$ cat src/rtl/opsel_alu_pkg.sv
package opsel_alu_pkg;

  localparam int unsigned ALU_W = 32;

  typedef enum logic [2:0] {
    SRC_A_Q = 3'd0,
    SRC_A_B = 3'd1,
    SRC_Z_Q = 3'd2,
    SRC_Z_B = 3'd3,
    SRC_Z_A = 3'd4,
    SRC_D_A = 3'd5,
    SRC_D_Q = 3'd6,
    SRC_D_Z = 3'd7
  } src_code_e;

  typedef enum logic [2:0] {
    FN_ADD       = 3'd0,
    FN_S_MINUS_R = 3'd1,
    FN_R_MINUS_S = 3'd2,
    FN_OR        = 3'd3,
    FN_AND       = 3'd4,
    FN_NOTR_AND  = 3'd5,
    FN_XOR       = 3'd6,
    FN_XNOR      = 3'd7
  } fn_code_e;

  typedef enum logic [1:0] {
    RSEL_A, RSEL_D, RSEL_ZERO
  } r_pick_e;

  typedef enum logic [1:0] {
    SSEL_A, SSEL_B, SSEL_Q, SSEL_ZERO
  } s_pick_e;

endpackage

$ cat src/rtl/opsel_operand_mux.sv
module opsel_operand_mux
  import opsel_alu_pkg::*;
#(
  parameter int unsigned W = 32
) (
  input  src_code_e      src,
  input  logic [W-1:0]   a_val,
  input  logic [W-1:0]   b_val,
  input  logic [W-1:0]   q_val,
  input  logic [W-1:0]   d_val,
  output logic [W-1:0]   r_op,
  output logic [W-1:0]   s_op
);

  r_pick_e r_pick;
  s_pick_e s_pick;

  // Decode the source code into independent R and S picks.
  always_comb begin
    unique case (src)
      SRC_A_Q: begin r_pick = RSEL_A;    s_pick = SSEL_Q;    end
      SRC_A_B: begin r_pick = RSEL_A;    s_pick = SSEL_B;    end
      SRC_Z_Q: begin r_pick = RSEL_ZERO; s_pick = SSEL_Q;    end
      SRC_Z_B: begin r_pick = RSEL_ZERO; s_pick = SSEL_B;    end
      SRC_Z_A: begin r_pick = RSEL_ZERO; s_pick = SSEL_A;    end
      SRC_D_A: begin r_pick = RSEL_D;    s_pick = SSEL_A;    end
      SRC_D_Q: begin r_pick = RSEL_D;    s_pick = SSEL_Q;    end
      default: begin r_pick = RSEL_D;    s_pick = SSEL_ZERO; end
    endcase
  end

  always_comb begin
    unique case (r_pick)
      RSEL_A:  r_op = a_val;
      RSEL_D:  r_op = d_val;
      default: r_op = '0;
    endcase
  end

  always_comb begin
    unique case (s_pick)
      SSEL_A:  s_op = a_val;
      SSEL_B:  s_op = b_val;
      SSEL_Q:  s_op = q_val;
      default: s_op = '0;
    endcase
  end

  always_comb begin

    src_r_zero_chk: assert (!(src inside {SRC_Z_Q, SRC_Z_B, SRC_Z_A}) || r_op == '0)
      else $error("R operand not zero for zero-R source code");

    src_s_zero_chk: assert (src != SRC_D_Z || s_op == '0)
      else $error("S operand not zero for D,0 source code");
  end

endmodule

$ cat src/rtl/opsel_alu_core.sv
module opsel_alu_core
  import opsel_alu_pkg::*;
#(
  parameter int unsigned W = 32
) (
  input  fn_code_e       fn,
  input  logic           cin,
  input  logic [W-1:0]   r_op,
  input  logic [W-1:0]   s_op,
  output logic [W-1:0]   f,
  output logic           cout,
  output logic           ovr
);

  localparam int unsigned MSB = W - 1;

  logic [W-1:0] add_x;
  logic [W-1:0] add_y;
  logic [W:0]   full_sum;
  logic [W-1:0] low_sum;
  logic         carry_into_msb;
  logic         is_arith;
  logic [W-1:0] logic_f;

  assign is_arith = (fn == FN_ADD) || (fn == FN_S_MINUS_R) || (fn == FN_R_MINUS_S);

  // Adder operand steering: subtraction = minuend + ~subtrahend + cin.
  always_comb begin
    unique case (fn)
      FN_S_MINUS_R: begin add_x = s_op; add_y = ~r_op; end
      FN_R_MINUS_S: begin add_x = r_op; add_y = ~s_op; end
      default:      begin add_x = r_op; add_y = s_op;  end
    endcase
  end

  assign full_sum = {1'b0, add_x} + {1'b0, add_y} + {{W{1'b0}}, cin};
  assign low_sum  = {1'b0, add_x[MSB-1:0]} + {1'b0, add_y[MSB-1:0]} + {{(W-1){1'b0}}, cin};
  assign carry_into_msb = low_sum[MSB];

  always_comb begin
    unique case (fn)
      FN_OR:       logic_f = r_op | s_op;
      FN_AND:      logic_f = r_op & s_op;
      FN_NOTR_AND: logic_f = ~r_op & s_op;
      FN_XOR:      logic_f = r_op ^ s_op;
      FN_XNOR:     logic_f = ~(r_op ^ s_op);
      default:     logic_f = '0;
    endcase
  end

  assign f    = is_arith ? full_sum[W-1:0] : logic_f;
  assign cout = is_arith & full_sum[W];
  assign ovr  = is_arith & (full_sum[W] ^ carry_into_msb);

  always_comb begin

    add_overflow_chk: assert (!is_arith ||
        ovr == ((add_x[MSB] == add_y[MSB]) && (f[MSB] != add_x[MSB])))
      else $error("overflow disagrees with operand and result signs");

    logic_flags_low_chk: assert (is_arith || (!cout && !ovr))
      else $error("carry or overflow set in a logic function");

    and_subset_chk: assert (fn != FN_AND || (f & ~s_op) == '0)
      else $error("AND result has bits outside S");

    or_superset_chk: assert (fn != FN_OR || (f & r_op) == r_op)
      else $error("OR result lost bits of R");
  end

endmodule

$ cat src/rtl/opsel_status.sv
module opsel_status #(
  parameter int unsigned W = 32
) (
  input  logic [W-1:0] f,
  output logic         sign,
  output logic         zero
);

  assign sign = f[W-1];
  assign zero = ~|f;

  always_comb begin

    zero_sign_chk: assert (!zero || !sign)
      else $error("zero flag set while sign flag is set");
  end

endmodule

$ cat src/rtl/opsel_alu.sv
module opsel_alu
  import opsel_alu_pkg::*;
#(
  parameter int unsigned W = ALU_W
) (
  input  logic [2:0]   src_sel,
  input  logic [2:0]   func_sel,
  input  logic         carry_in,
  input  logic [W-1:0] a_port,
  input  logic [W-1:0] b_port,
  input  logic [W-1:0] q_reg,
  input  logic [W-1:0] d_in,
  output logic [W-1:0] f_out,
  output logic         sign_out,
  output logic         zero_out,
  output logic         ovr_out,
  output logic         carry_out
);

  logic [W-1:0] r_op;
  logic [W-1:0] s_op;
  src_code_e    src;
  fn_code_e     fn;

  assign src = src_code_e'(src_sel);
  assign fn  = fn_code_e'(func_sel);

  opsel_operand_mux #(.W(W)) u_mux (
    .src   (src),
    .a_val (a_port),
    .b_val (b_port),
    .q_val (q_reg),
    .d_val (d_in),
    .r_op  (r_op),
    .s_op  (s_op)
  );

  opsel_alu_core #(.W(W)) u_core (
    .fn   (fn),
    .cin  (carry_in),
    .r_op (r_op),
    .s_op (s_op),
    .f    (f_out),
    .cout (carry_out),
    .ovr  (ovr_out)
  );

  opsel_status #(.W(W)) u_status (
    .f    (f_out),
    .sign (sign_out),
    .zero (zero_out)
  );

endmodule

$ cat config.mk
export PLATFORM = sky130hd
export DESIGN_NAME = opsel_alu
export DESIGN_NICKNAME = d
export VERILOG_FILES = /design/src/rtl/opsel_alu_pkg.sv /design/src/rtl/opsel_operand_mux.sv /design/src/rtl/opsel_alu_core.sv /design/src/rtl/opsel_status.sv /design/src/rtl/opsel_alu.sv
export SDC_FILE = /design/constraint.sdc
export NUM_CORES = 1
export LEC_CHECK = 0
export BUFFER_PORTS_ARGS = -buffer_cell sky130_fd_sc_hd__buf_2
export CORE_ASPECT_RATIO = 1.75
export CORE_UTILIZATION = 37
export DETAILED_ROUTE_END_ITERATION = 8
export PLACE_DENSITY_LB_ADDON = 0.08
export SLEW_MARGIN = 25
export SYNTH_ARGS = -nofsm -noshare
export SYNTH_HDL_FRONTEND = slang
export SYNTH_SLANG_ARGS = --single-unit
$ cat constraint.sdc
create_clock -name vclk -period 7.55
set_clock_uncertainty 0.1 [all_clocks]
set_input_delay 0.3775 -clock vclk [all_inputs]
set_output_delay 0.3775 -clock vclk [all_outputs]
set_load 0.01 [all_outputs]
==> reports/results.ini <==
[timing]
tightest_slew_ns=1.07
rsz0062_at_grt=false
finalSetupTns_ns=0
fin_crit_ns=6.13
finalSetupViolCount=0
timing.slew.headroom_pct=28.8
final-hold-violation-count=0
slew_violations=0
fmax_mhz=163
finalCritPeriodShare_pct=81.2

[synthesis]
synthTopCellsByCount=97 x o21ai_0, 96 x a21oi_1, 80 x nand2_1
synth_top_area_cell=ha_1
synth.cell_area_mm2=0.00667
synth_xor_area_share_pct=5.91
seq_area_frac_synth_pct=0
synthSimpleGateAreaFrac_pct=22.0
yosys.area_share.adder_pct=12.4
synth_top_area_share_pct=11.8
synth_top_family_by_area=compound AO/OA/AOI/OAI gates
synth_warnings=0
ys_top_cells_by_area=ha_1 12%, o21ai_0 7.3%, a21oi_1 7.2%, a22oi_1 5.4%, xnor2_1 5.1%
synth_cell_types=75
synth.most_common_cell=o21ai_0
syn_nets=1196
avgSynthCellArea_um2=6.70
netlist_instances=996
muxShareOfSynthArea_pct=9.69
synth_compound_area_share_pct=42.3

[critical_path]
path_cells=buf_2, nor2b_4, nor2_2, buf_4, a222oi_1, mux2_2, nand2_1, o21ai_0, a21oi_1, ha_1, o21ai_0, a21o_1, o21bai_1, a2111oi_0, o31ai_1, xnor2_1, o21ai_0, or2_1, nor4b_2, buf_2
slowest_stage=a2111oi_0
cpMostUsedCell=o21ai_0
startpoint_type=input pin
crit_type=in2out
critical_path_required_ns=7.07
worst-path-buf-inv=3
crit_fanout=23
critPathMaxStageDelay_ns=0.83
cp.arrival_ns=5.66
worstSetupEndpointType=output pin
crit_path_start=src_sel[2]
crit_family=compound AO/OA/AOI/OAI gates

[floorplan]
fp.dieArea_mm2=0.0186
die_h_um=180
core-area_mm2=0.0175
die_x_um=104
pin_count=171
std_cell_rows=64
initial_core_util_pct=38.1

[global_routing]
antenna_found_initial=0
grt_max_degree=94
grt_pass1_vias=8498
grt_first_pass_wirelength_um=46000
grt_usage_pct=31.1
grt_overflow=0

[run_status]
violations=DRC
outcome=complete, but fails checks

[final_layout]
drive_above_1_share_pct=23.3
nFillCells=1940
final_nets=1317
seq_cell_count=0
num_antenna_cells=0
register_area_um2=0
syn_to_final_growth_pct=15.4
multiInputGateArea_mm2=0.00616
nClkBuffers=0

[hold_path]
whs_path_depth=5
whs_endpoint=f_out[3]
holdCritStartpoint=d_in[3]
min_path_type=in2out

[detailed_routing]
first_pass_iters=9
postRouteWirelength_um=30100
wl_per_cell_um=22.4
routed-via-count=8527
via_per_inst=6.34
drc=1
drt_iter0_markers=579
ant_nets=0

[power_and_ir_drop]
p_leak_nw=3.48
p_per_area_mw_per_mm2=117
vdd_drop_max_uv=57.1
total_power_w=0.000904

[cts]
cts_resized=0
cts_setup_buffers=0
cts_hold_buf=0

[placed_design]
port-buffer-count=171
gp_congestion=0.969
hpwl_um=23700

[run]
maxCapViolations=0

[worst max path at each step]
stage / end / slack (ns) / cells past startpoint
floorplan: zero_out / 1.81 / 20
global placement: zero_out / 1.41 / 19
detailed placement: zero_out / 1.42 / 19
CTS: zero_out / 1.41 / 19
global route: zero_out / 1.07 / 20
finish: zero_out / 1.42 / 20
[layer usage]
layer,vias up,track usage [%],wire length [um]
met1,4090,28.0,10100
met3,94,1.02,729
li1,4091,-,-
met4,0,23.1,2510
met5,-,0,0
met2,252,64.0,16700
[logic make-up (layout without fill, tap and decap cells)]
| kind of cell | after synthesis | after routing |
|---|---|---|
| xor gates and xnor gates | 45 | 45 |
| buffers and inverters | 115 | 234 |
| muxes | 61 | 61 |
| AOI/OAI and AO/OA | 415 | 415 |
| and+or+nand+nor | 295 | 295 |
| adders and majority gates | 65 | 65 |
[tightest hold or removal path: stages]
cell and delay (ns):
buf_2 0.07, a22oi_1 0.17, xnor2_1 0.19, o31ai_1 0.10
buf_2 0.16
[metrics by stage]
| step | setup slack (ns) | std cells | hold WS (ns) | util, % | instance area (um^2) |
|---|---|---|---|---|---|
| 6_report | 1.42 | 1346 | 1.35 | 43.9 | 7700 |
| 3_5_place_dp | 1.42 | 1345 | 1.36 | 43.9 | 7700 |
| 4_1_cts | 1.41 | 1345 | 1.36 | 43.9 | 7700 |
| 3_3_place_gp | 1.41 | 1345 | 1.36 | 43.9 | 7700 |
| 5_1_grt | 1.07 | 1346 | 1.40 | 43.9 | 7700 |
| 2_1_floorplan | 1.81 | 996 | 0.927 | - | 6670 |
[placed cells by master (no fill, tap or decap), drive strengths merged, types with 4 or more instances in the layout]
| cell type | netlist | routed |
|---|---|---|
| o31ai | 12 | 12 |
| o21ai | 97 | 97 |
| nor3b | 4 | 4 |
| nor3 | 29 | 29 |
| nand4 | 9 | 9 |
| nand3 | 15 | 15 |
| o211a | 6 | 6 |
| or3 | 4 | 4 |
| o221ai | 4 | 4 |
| xor2 | 6 | 6 |
| a22o | 9 | 9 |
| a22oi | 49 | 49 |
| nand2b | 16 | 16 |
| nand3b | 14 | 14 |
| o311ai | 8 | 8 |
| nand4bb | 4 | 4 |
| nor4 | 7 | 7 |
| and2 | 6 | 6 |
| ha | 63 | 63 |
| o211ai | 11 | 11 |
| a222oi | 26 | 26 |
| and3 | 16 | 16 |
| nor2 | 80 | 80 |
| a221oi | 5 | 5 |
| nor2b | 5 | 5 |
| a311oi | 4 | 4 |
| a21o | 19 | 19 |
| o22ai | 4 | 4 |
| mux2 | 29 | 29 |
| o311a | 4 | 4 |
| o21a | 7 | 7 |
| inv | 20 | 20 |
| a211oi | 15 | 15 |
| buf | 36 | 213 |
| mux2i | 32 | 32 |
| a21oi | 96 | 96 |
| nand2 | 80 | 80 |
| o21bai | 7 | 7 |
| xnor2 | 39 | 39 |
[where the power goes]
| group | switching (W) | internal [W] |
|---|---|---|
| sequential | 0 | 0 |
| combinational | 0.000550 | 0.000354 |
| clock | 0 | 0 |
[layout make-up]
cell class	count	area share, %
inverters	20	0.975
multi-input cells	881	80.0
well taps	231	3.75
repair buffers	214	15.3
Power figures use the tool's default switching activity.
